## src/rtl/i2c_bbm_pkg.sv

```systemverilog
package i2c_bbm_pkg;
  // Synchronized line pair; scl is the upper bit.
  typedef struct packed {
    logic scl;
    logic sda;
  } lines_t;
endpackage

```

## src/rtl/i2c_bbm_sync.sv

```systemverilog
module i2c_bbm_sync #(
  parameter int              STAGES  = 2,
  parameter int              WIDTH   = 2,
  parameter logic [WIDTH-1:0] RST_VAL = '1
) (
  input  logic             clk_i,
  input  logic             rst_ni,
  input  logic [WIDTH-1:0] d_i,
  output logic [WIDTH-1:0] q_o
);
  for (genvar b = 0; b < WIDTH; b++) begin : g_bit
    logic [STAGES-1:0] chain_q;
    logic [STAGES-1:0] chain_d;

    always_comb chain_d = {chain_q[STAGES-2:0], d_i[b]};

    always_ff @(posedge clk_i or negedge rst_ni) begin
      if (!rst_ni) chain_q <= {STAGES{RST_VAL[b]}};
      else         chain_q <= chain_d;
    end

    assign q_o[b] = chain_q[STAGES-1];
  end
endmodule

```

## src/rtl/i2c_bbm_detect.sv

```systemverilog
module i2c_bbm_detect
  import i2c_bbm_pkg::*;
(
  input  logic   clk_i,
  input  logic   rst_ni,
  input  lines_t cur_i,
  output logic   start_det_o,
  output logic   stop_det_o,
  output logic   busy_o
);
  lines_t prev_q;
  logic   busy_q, busy_d;
  logic   scl_hi;

  // A condition needs SCL high in both samples around the SDA edge.
  assign scl_hi      = cur_i.scl & prev_q.scl;
  assign start_det_o = scl_hi & prev_q.sda & ~cur_i.sda;
  assign stop_det_o  = scl_hi & ~prev_q.sda & cur_i.sda;

  always_comb begin
    busy_d = busy_q;
    if (start_det_o)     busy_d = 1'b1;
    else if (stop_det_o) busy_d = 1'b0;
  end

  always_ff @(posedge clk_i or negedge rst_ni) begin
    if (!rst_ni) begin
      prev_q <= '{scl: 1'b1, sda: 1'b1};
      busy_q <= 1'b0;
    end else begin
      prev_q <= cur_i;
      busy_q <= busy_d;
    end
  end

  assign busy_o = busy_q;

  assert_busy_set_R2: assert property (@(posedge clk_i) disable iff (!rst_ni)
    start_det_o |=> busy_o);
  assert_busy_clr_R3: assert property (@(posedge clk_i) disable iff (!rst_ni)
    stop_det_o |=> !busy_o);
  // the flag moves only after a detected condition.
  assert_busy_hold_R10: assert property (@(posedge clk_i) disable iff (!rst_ni)
    (!start_det_o && !stop_det_o) |=> $stable(busy_o));
  assert_scl_low_R4: assert property (@(posedge clk_i) disable iff (!rst_ni)
    !cur_i.scl |-> !busy_d || busy_q);
endmodule

```

## src/rtl/i2c_bbm_req.sv

```systemverilog
module i2c_bbm_req (
  input  logic clk_i,
  input  logic rst_ni,
  input  logic wr_en_i,
  input  logic wr_busy_i,
  input  logic wr_sclctl_i,
  input  logic master_i,
  input  logic transmit_i,
  input  logic bus_busy_i,
  input  logic start_det_i,
  input  logic stop_det_i,
  output logic start_req_o,
  output logic start_rep_o,
  output logic stop_req_o,
  output logic start_pend_o,
  output logic stop_pend_o
);
  logic cond_wr, start_acc, stop_acc;
  logic start_req_q, start_rep_q, stop_req_q, start_pend_q, stop_pend_q;
  logic start_req_d, start_rep_d, stop_req_d, start_pend_d, stop_pend_d;

  assign cond_wr   = wr_en_i & ~wr_sclctl_i;
  assign start_acc = cond_wr & wr_busy_i & master_i & transmit_i;
  assign stop_acc  = cond_wr & ~wr_busy_i & master_i;

  always_comb begin
    start_req_d  = start_acc;
    start_rep_d  = start_acc & bus_busy_i;
    stop_req_d   = stop_acc;
    start_pend_d = start_acc | (start_pend_q & ~start_det_i);
    stop_pend_d  = stop_acc  | (stop_pend_q  & ~stop_det_i);
  end

  always_ff @(posedge clk_i or negedge rst_ni) begin
    if (!rst_ni) begin
      start_req_q  <= 1'b0;
      start_rep_q  <= 1'b0;
      stop_req_q   <= 1'b0;
      start_pend_q <= 1'b0;
      stop_pend_q  <= 1'b0;
    end else begin
      start_req_q  <= start_req_d;
      start_rep_q  <= start_rep_d;
      stop_req_q   <= stop_req_d;
      start_pend_q <= start_pend_d;
      stop_pend_q  <= stop_pend_d;
    end
  end

  assign start_req_o  = start_req_q;
  assign start_rep_o  = start_rep_q;
  assign stop_req_o   = stop_req_q;
  assign start_pend_o = start_pend_q;
  assign stop_pend_o  = stop_pend_q;

  assert_start_gate_R8: assert property (@(posedge clk_i) disable iff (!rst_ni)
    start_req_o |-> $past(wr_en_i && master_i && transmit_i && wr_busy_i));
  assert_stop_gate_R7: assert property (@(posedge clk_i) disable iff (!rst_ni)
    stop_req_o |-> $past(wr_en_i && master_i && !wr_busy_i && !wr_sclctl_i));
  assert_sclctl_quiet_R9: assert property (@(posedge clk_i) disable iff (!rst_ni)
    (wr_en_i && wr_sclctl_i) |=> (!start_req_o && !stop_req_o));
  assert_rep_qual_R6: assert property (@(posedge clk_i) disable iff (!rst_ni)
    start_rep_o |-> start_req_o);
  assert_pend_set_R11: assert property (@(posedge clk_i) disable iff (!rst_ni)
    start_req_o |-> start_pend_o);
  assert_pend_clr_R11: assert property (@(posedge clk_i) disable iff (!rst_ni)
    (start_det_i && !start_acc) |=> !start_pend_o);
endmodule

```

## src/rtl/i2c_busy_monitor.sv

```systemverilog
module i2c_busy_monitor
  import i2c_bbm_pkg::*;
#(
  parameter int SYNC_STAGES = 2,
  parameter int RST_STAGES  = 2
) (
  input  logic clk_i,
  input  logic rst_ni,
  input  logic scl_i,
  input  logic sda_i,
  input  logic master_i,
  input  logic transmit_i,
  input  logic wr_en_i,
  input  logic wr_busy_i,
  input  logic wr_sclctl_i,
  output logic bus_busy_o,
  output logic start_req_o,
  output logic start_rep_o,
  output logic stop_req_o,
  output logic start_pend_o,
  output logic stop_pend_o
);
  localparam int LINES = $bits(lines_t);

  // Reset asserts at once and is released on a clock edge.
  logic [RST_STAGES-1:0] rst_pipe_q;
  logic                  rst_n_s;

  always_ff @(posedge clk_i or negedge rst_ni) begin
    if (!rst_ni) rst_pipe_q <= '0;
    else         rst_pipe_q <= {rst_pipe_q[RST_STAGES-2:0], 1'b1};
  end
  assign rst_n_s = rst_pipe_q[RST_STAGES-1];

  logic [LINES-1:0] sync_q;
  lines_t           cur;
  logic             start_det, stop_det;

  i2c_bbm_sync #(
    .STAGES (SYNC_STAGES),
    .WIDTH  (LINES),
    .RST_VAL({LINES{1'b1}})
  ) u_sync (
    .clk_i (clk_i),
    .rst_ni(rst_n_s),
    .d_i   ({scl_i, sda_i}),
    .q_o   (sync_q)
  );

  assign cur = lines_t'(sync_q);

  i2c_bbm_detect u_detect (
    .clk_i      (clk_i),
    .rst_ni     (rst_n_s),
    .cur_i      (cur),
    .start_det_o(start_det),
    .stop_det_o (stop_det),
    .busy_o     (bus_busy_o)
  );

  i2c_bbm_req u_req (
    .clk_i       (clk_i),
    .rst_ni      (rst_n_s),
    .wr_en_i     (wr_en_i),
    .wr_busy_i   (wr_busy_i),
    .wr_sclctl_i (wr_sclctl_i),
    .master_i    (master_i),
    .transmit_i  (transmit_i),
    .bus_busy_i  (bus_busy_o),
    .start_det_i (start_det),
    .stop_det_i  (stop_det),
    .start_req_o (start_req_o),
    .start_rep_o (start_rep_o),
    .stop_req_o  (stop_req_o),
    .start_pend_o(start_pend_o),
    .stop_pend_o (stop_pend_o)
  );

  assert_pulse_excl_R5: assert property (@(posedge clk_i) disable iff (!rst_n_s)
    $onehot0({start_req_o, stop_req_o}));
endmodule

```

## config.mk

```make
export PLATFORM = sky130hd
export DESIGN_NAME = i2c_busy_monitor
export DESIGN_NICKNAME = d
export VERILOG_FILES = /design/src/rtl/i2c_bbm_pkg.sv /design/src/rtl/i2c_bbm_sync.sv /design/src/rtl/i2c_bbm_detect.sv /design/src/rtl/i2c_bbm_req.sv /design/src/rtl/i2c_busy_monitor.sv
export SDC_FILE = /design/constraint.sdc
export NUM_CORES = 1
export LEC_CHECK = 0
export BUFFER_PORTS_ARGS = -buffer_cell sky130_fd_sc_hd__clkbuf_2
export CORE_AREA = 2 2 39 41
export DETAILED_ROUTE_END_ITERATION = 8
export DIE_AREA = 0 0 41 43
export PLACE_DENSITY_LB_ADDON = 0.3
export SLEW_MARGIN = 0
export SYNTH_ARGS = -nofsm -noshare
export SYNTH_HDL_FRONTEND = slang
export SYNTH_HIERARCHICAL = 1
export SYNTH_SLANG_ARGS = --single-unit
```

## constraint.sdc

```tcl
create_clock -name clk_i -period 1.4 [get_ports clk_i]
set_clock_uncertainty 0.1 [all_clocks]
set_input_delay 0.14 -clock clk_i [delete_from_list [all_inputs] [get_ports clk_i]]
set_output_delay 0.14 -clock clk_i [all_outputs]
set_load 0.01 [all_outputs]
```

==> results of run 1 <==
[sequential cells by signal, indices dropped and copies added (netlist names)]
register and count:
u_req/start_pend_o 1, u_req/stop_pend_o 1, u_detect/busy_o 1, u_req/start_req_o 1, u_req/start_rep_o 1, rst_pipe_q 2
u_detect/prev_q 2, u_sync/g_bit.chain_q 4, u_req/stop_req_o 1
[per-layer routing]
layer	vias up	global-route usage
met5	-	0
met4	0	0.0400
met3	0	0.0785
met2	10	0.178
met1	153	0.116
li1	147	-
[final cells by class]
| class | instances | area, um^2 | share of cell area |
|---|---|---|---|
| sequential | 14 | 358 | 0.580 |
| inverter | 4 | 15.0 | 0.0243 |
| timing repair buffer | 18 | 110 | 0.178 |
| tap | 16 | 20.0 | 0.0325 |
| multi-input combinational | 14 | 87.6 | 0.142 |
| clock buffer | 4 | 26.3 | 0.0426 |
[tightest hold or removal path, cell delays in order]
cell and delay [ns]:
clkbuf_2 0.08, nand2_1 0.10, nor2_1 0.05
[kinds of logic (layout without fill, tap and decap cells)]
logic type,after synthesis,count (layout),synth area share
DFF,14,14,0.753
other,1,1,0.00789
and+or+nand+nor,9,9,0.124
AOI/OAI and AO/OA,4,4,0.0526
buffers and inverters,6,26,0.0631
[cells in the mapped netlist (all sizes together)]
| library cell | number | share of area |
|---|---|---|
| nand3 | 1 | 0.011 |
| o21ai | 1 | 0.011 |
| o22ai | 2 | 0.026 |
| o31ai | 1 | 0.016 |
| nor3 | 2 | 0.032 |
| dfstp | 6 | 0.33 |
| dfrtp | 8 | 0.42 |
| buf | 2 | 0.032 |
| conb | 1 | 0.0079 |
| nand3b | 1 | 0.042 |
| nor2 | 3 | 0.024 |
| nand2 | 2 | 0.016 |
| inv | 4 | 0.032 |
[timing repair]
action,4_1_cts,5_1_grt
hold endpoints to repair,6,0
endpoints found under the setup margin,0,0
hold buffers,4,0
resized for setup,0,0
[power by group through the flow]
stage	Combinational, uW	Clock (uW)	Sequential (uW)
floorplan	34.3	0	476
global placement	75.0	0	471
detailed placement	75.3	0	473
CTS	84.4	244	465
global route	92.5	268	470
finish	84.1	229	464
[metrics by stage]
stage / total power (uW) / instances / instance area, um^2
floorplan: 510 / 34 / 475
global placement: 547 / 62 / 551
detailed placement: 548 / 62 / 551
CTS: 794 / 70 / 617
global route: 830 / 70 / 617
finish: 778 / 70 / 617
[final timing paths]
check                                                      from                            to  slack [ns]  cells after the start
hold / removal                                       transmit_i   u_req/start_req_o$_DFF_PN0_        0.03                      3
hold reg to reg                         rst_pipe_q[1]$_DFF_PN0_    u_req/stop_req_o$_DFF_PN0_        0.10                      0
max in group asynchronous               rst_pipe_q[1]$_DFF_PN0_  u_detect/prev_q[1]$_DFF_PN1_        0.74                      0
setup reg to reg           u_sync/g_bit[0].chain_q[1]$_DFF_PN1_   u_detect/busy_o$_DFFE_PN0P_        0.22                      3
setup / recovery           u_sync/g_bit[0].chain_q[1]$_DFF_PN1_   u_detect/busy_o$_DFFE_PN0P_        0.22                      3
min in group asynchronous                                rst_ni       rst_pipe_q[1]$_DFF_PN0_        0.06                      2
==> run metrics, run 1 <==
Crit path arrival time=1.24 ns; Pint=596 uW; grt ovf=0; Synthesized Nets=43; Global Route Usage Sum=0.115; FILL cells=139; Final Util=0.446; Post-Route WL=723 um; GPL Wtd Cong=0.624; CP Buf/Inv Count=1; final worst slack=0.218 ns; Switch Pwr=182 uW; maximum vdd drop=0.000649 V; Routed met3 length=45 um; Netlist cell types=14; unrepaired setup endpoints after global routing=no; Layout Nets=64; synthesized instance count=34; Die Y=43 um; Initial DRC Count=2; total number of vias=310; share of power burned in registers=0.597; die area=1760 um^2; first-pass GRT wire length=1.27 mm; clock network power share=0.295; wire length per cell=10.3 um; Post-CTS Setup Bufs=0; number of global-route vias before repair=305; fmax=846 MHz; Rows=14; cell breakdown of the critical path=inv_1 > o31ai_1 > o21ai_1; root buf cell=clkbuf_4; CTS sink count=14; sequential area share after synthesis=0.753; P&R area growth vs syn=29.7%; I/O pin total=15; pin count of the biggest net entering global routing=13; ratio of cells with drive above 1 in the final layout=0.463; Final Hold Violating Endpoints=0; Post-DP HPWL=526 um; status=complete, no violations; clk_lat worst skew=0.27 ns; switching share of power=0.234; Comb pwr share=0.108; Routed Antenna Nets=0; Setup violations, final=0; CP required=1.46 ns; synthesized cell area=475 um^2; critical path's top delay family=flip-flops; crit end category=flip-flop; Lkg Pwr=0.000312 uW; clock buffer depth=2; Die Wd=41 um; commonest non-fill, non-tap cell in the layout=clkbuf_2; Routed met2 length=397 um; initial antenna violation count=0; PortBufs=14; clock slew at reported path FFs=0.08 ns; shortest period the worst path allows=1.18 ns; CTS tree=done; H-tree depth=1; CP max stage delay=0.56 ns; Yosys warning count=6; Tcrit/Tclk final=0.844; Initial Utilization=0.344; syn_area_per_cell=14.0 um^2; commonest cells after routing, fill and taps aside=clkbuf_2, dfrtp_1, dfstp_2; uppermost routed layer=met3; Diodes inserted=0; post-place setup slack=0.232 ns; CTS buffer count=3; vias per std cell=4.43; crit start category=flip-flop; MaxCap Viol Count=0; FF+latch count, synth=14; core area=1380 um^2; # DRC=0; Crit Path Max Fanout=4; Hold Path Class=in2reg; Crit Path Category=reg2reg; number of detailed-route iterations in the first pass=2; Setup TNS=0 ns; worst hold slack=0.0295 ns; Pwr Density=1260 nW/um^2; met1 WL=280 um; Final Max Slew Viols=0; Worst path slowest cell=dfstp_2
Note: power is estimated with default switching activity, not from simulation.
==> run 2: changes to the inputs <==
==> constraint.sdc (replaced) <==
create_clock -name clk_i -period 1.1 [get_ports clk_i]
set_clock_uncertainty 0.1 [all_clocks]
set_input_delay 0.11 -clock clk_i [delete_from_list [all_inputs] [get_ports clk_i]]
set_output_delay 0.11 -clock clk_i [all_outputs]
set_load 0.01 [all_outputs]
==> run metrics, run 2 (synthesis gave the netlist of run 1 again) <==
hold_sp=wr_sclctl_i; Final Hold Violating Endpoints=0; Rows=14; Die Wd=41 um; clk_lat worst skew=0.27 ns; Setup TNS=-0.0160 ns; FILL cells=125; ratio of cells with drive above 1 in the final layout=0.525; Pwr Density=1570 nW/um^2; fmax=896 MHz; FF-to-FF path depth=3; clock slew at reported path FFs=0.08 ns; Initial DRC Count=2; Reg with most FFs=u_sync/g_bit.chain_q; commonest cells after routing, fill and taps aside=clkbuf_2, dfrtp_1, dlygate4sd3_1; Tcrit/Tclk final=1.01; PortBufs=14; Final Max Slew Viols=0; clock buffer depth=2; Hold Path Class=in2reg; Diodes inserted=0; P&R area growth vs syn=44.7%; CTS tree=done; unrepaired setup endpoints after global routing=yes; core area=1380 um^2; Post-Route WL=741 um; Lkg Pwr=0.000341 uW; end of the worst register-to-register path=u_detect/busy_o$_DFFE_PN0P_; shortest period the worst path allows=1.12 ns; Largest register FFs=4; vias per std cell=4.19; post-place setup slack=-0.0455 ns; number of detailed-route iterations in the first pass=2; leading registers by flop count=u_sync/g_bit.chain_q: 4 flops, rst_pipe_q: 2 flops, u_detect/prev_q: 2 flops; Layout Nets=69; I/O pin total=15; CTS buffer count=3; Routed Antenna Nets=0; Post-DP HPWL=483 um; wire length per cell=9.88 um; pin count of the biggest net entering global routing=13; CP required=1.16 ns; die area=1760 um^2; commonest non-fill, non-tap cell in the layout=clkbuf_2; crit end category=flip-flop; Setup violations, final=1; Worst Hold Depth=3; maximum vdd drop=0.000821 V; grt ovf=0; initial antenna violation count=0; Worst R2R Start=u_sync/g_bit[0].chain_q[1]$_DFF_PN1_; final worst slack=-0.0160 ns; Global Route Usage Sum=0.105; Tot Pwr=1080 uW; root buf cell=clkbuf_4; Hold EP=u_req/start_rep_o$_DFF_PN0_; Crit Path Max Fanout=2; CTS sink count=14; failing checks=setup timing; setup slack, reg-to-reg=-0.02 ns; Die Y=43 um; Initial Utilization=0.344; # DRC=0; MaxCap Viol Count=0; crit start category=flip-flop; GPL Wtd Cong=0.702; H-tree depth=1; total number of vias=314; first-pass GRT wire length=1.19 mm; status=complete, but fails checks; Crit path arrival time=1.18 ns; Final Util=0.497; number of global-route vias before repair=301; Crit Path Category=reg2reg
-- run 2: per-layer routing --
| metal | global-route usage | share of wire | vias up |
|---|---|---|---|
| li1 | - | - | 157 |
| met1 | 0.123 | 0.45 | 144 |
| met2 | 0.153 | 0.47 | 11 |
| met3 | 0.0314 | 0.066 | 2 |
| met4 | 0.0800 | 0.013 | 0 |
| met5 | 0 | 0 | - |
-- run 2: worst max-delay path by stage --
stage	from	slack, ns	endpoint
finish	u_sync/g_bit[0].chain_q[1]$_DFF_PN1_	-0.02	u_detect/busy_o$_DFFE_PN0P_
global route	u_sync/g_bit[0].chain_q[1]$_DFF_PN1_	-0.07	u_detect/busy_o$_DFFE_PN0P_
CTS	u_sync/g_bit[0].chain_q[1]$_DFF_PN1_	-0.02	u_detect/busy_o$_DFFE_PN0P_
detailed placement	u_sync/g_bit[1].chain_q[1]$_DFF_PN1_	-0.05	u_detect/busy_o$_DFFE_PN0P_
global placement	u_sync/g_bit[1].chain_q[1]$_DFF_PN1_	0.005	u_detect/busy_o$_DFFE_PN0P_
floorplan	u_sync/g_bit[1].chain_q[1]$_DFF_PN1_	-0.05	u_detect/busy_o$_DFFE_PN0P_
-- run 2: report_power, final --
group,leakage (uW),internal [uW],switching (uW),total [uW]
clock network,0.0000210,201,157,358
registers,0.000163,562,31.4,593
logic,0.000157,73.1,57.9,131
total,0.000341,836,246,1080
-- run 2: layout make-up --
type,instances,area (um^2),share of cell area
Multi-Input combinational cell,14,104,0.151
Tap cell,16,20.0,0.0291
Inverter,4,15.0,0.0218
Sequential cell,14,358,0.520
Clock buffer,4,36.3,0.0527
Timing Repair Buffer,23,155,0.225
-- run 2: through the flow --
stage	area, um^2	hold slack (ns)	std cells
2_1_floorplan	482	-0.286	34
3_3_place_gp	561	-0.203	63
3_5_place_dp	561	-0.202	63
4_1_cts	667	0.0126	74
5_1_grt	688	0.0333	75
6_report	688	0.0259	75
-- run 2: critical path, cell delays in order (launching register included) --
cell	delay, ns
dfstp_2	0.54
inv_2	0.05
o31ai_4	0.23
o21ai_1	0.09
-- run 2: timing repair --
item | CTS | global route
resized for setup | 1 | 3
pin swaps | 1 | 0
setup endpoints to repair | 2 | 3
endpoints found under the hold margin | 8 | 0
setup buffers | 0 | 1
hold buffers | 7 | 0
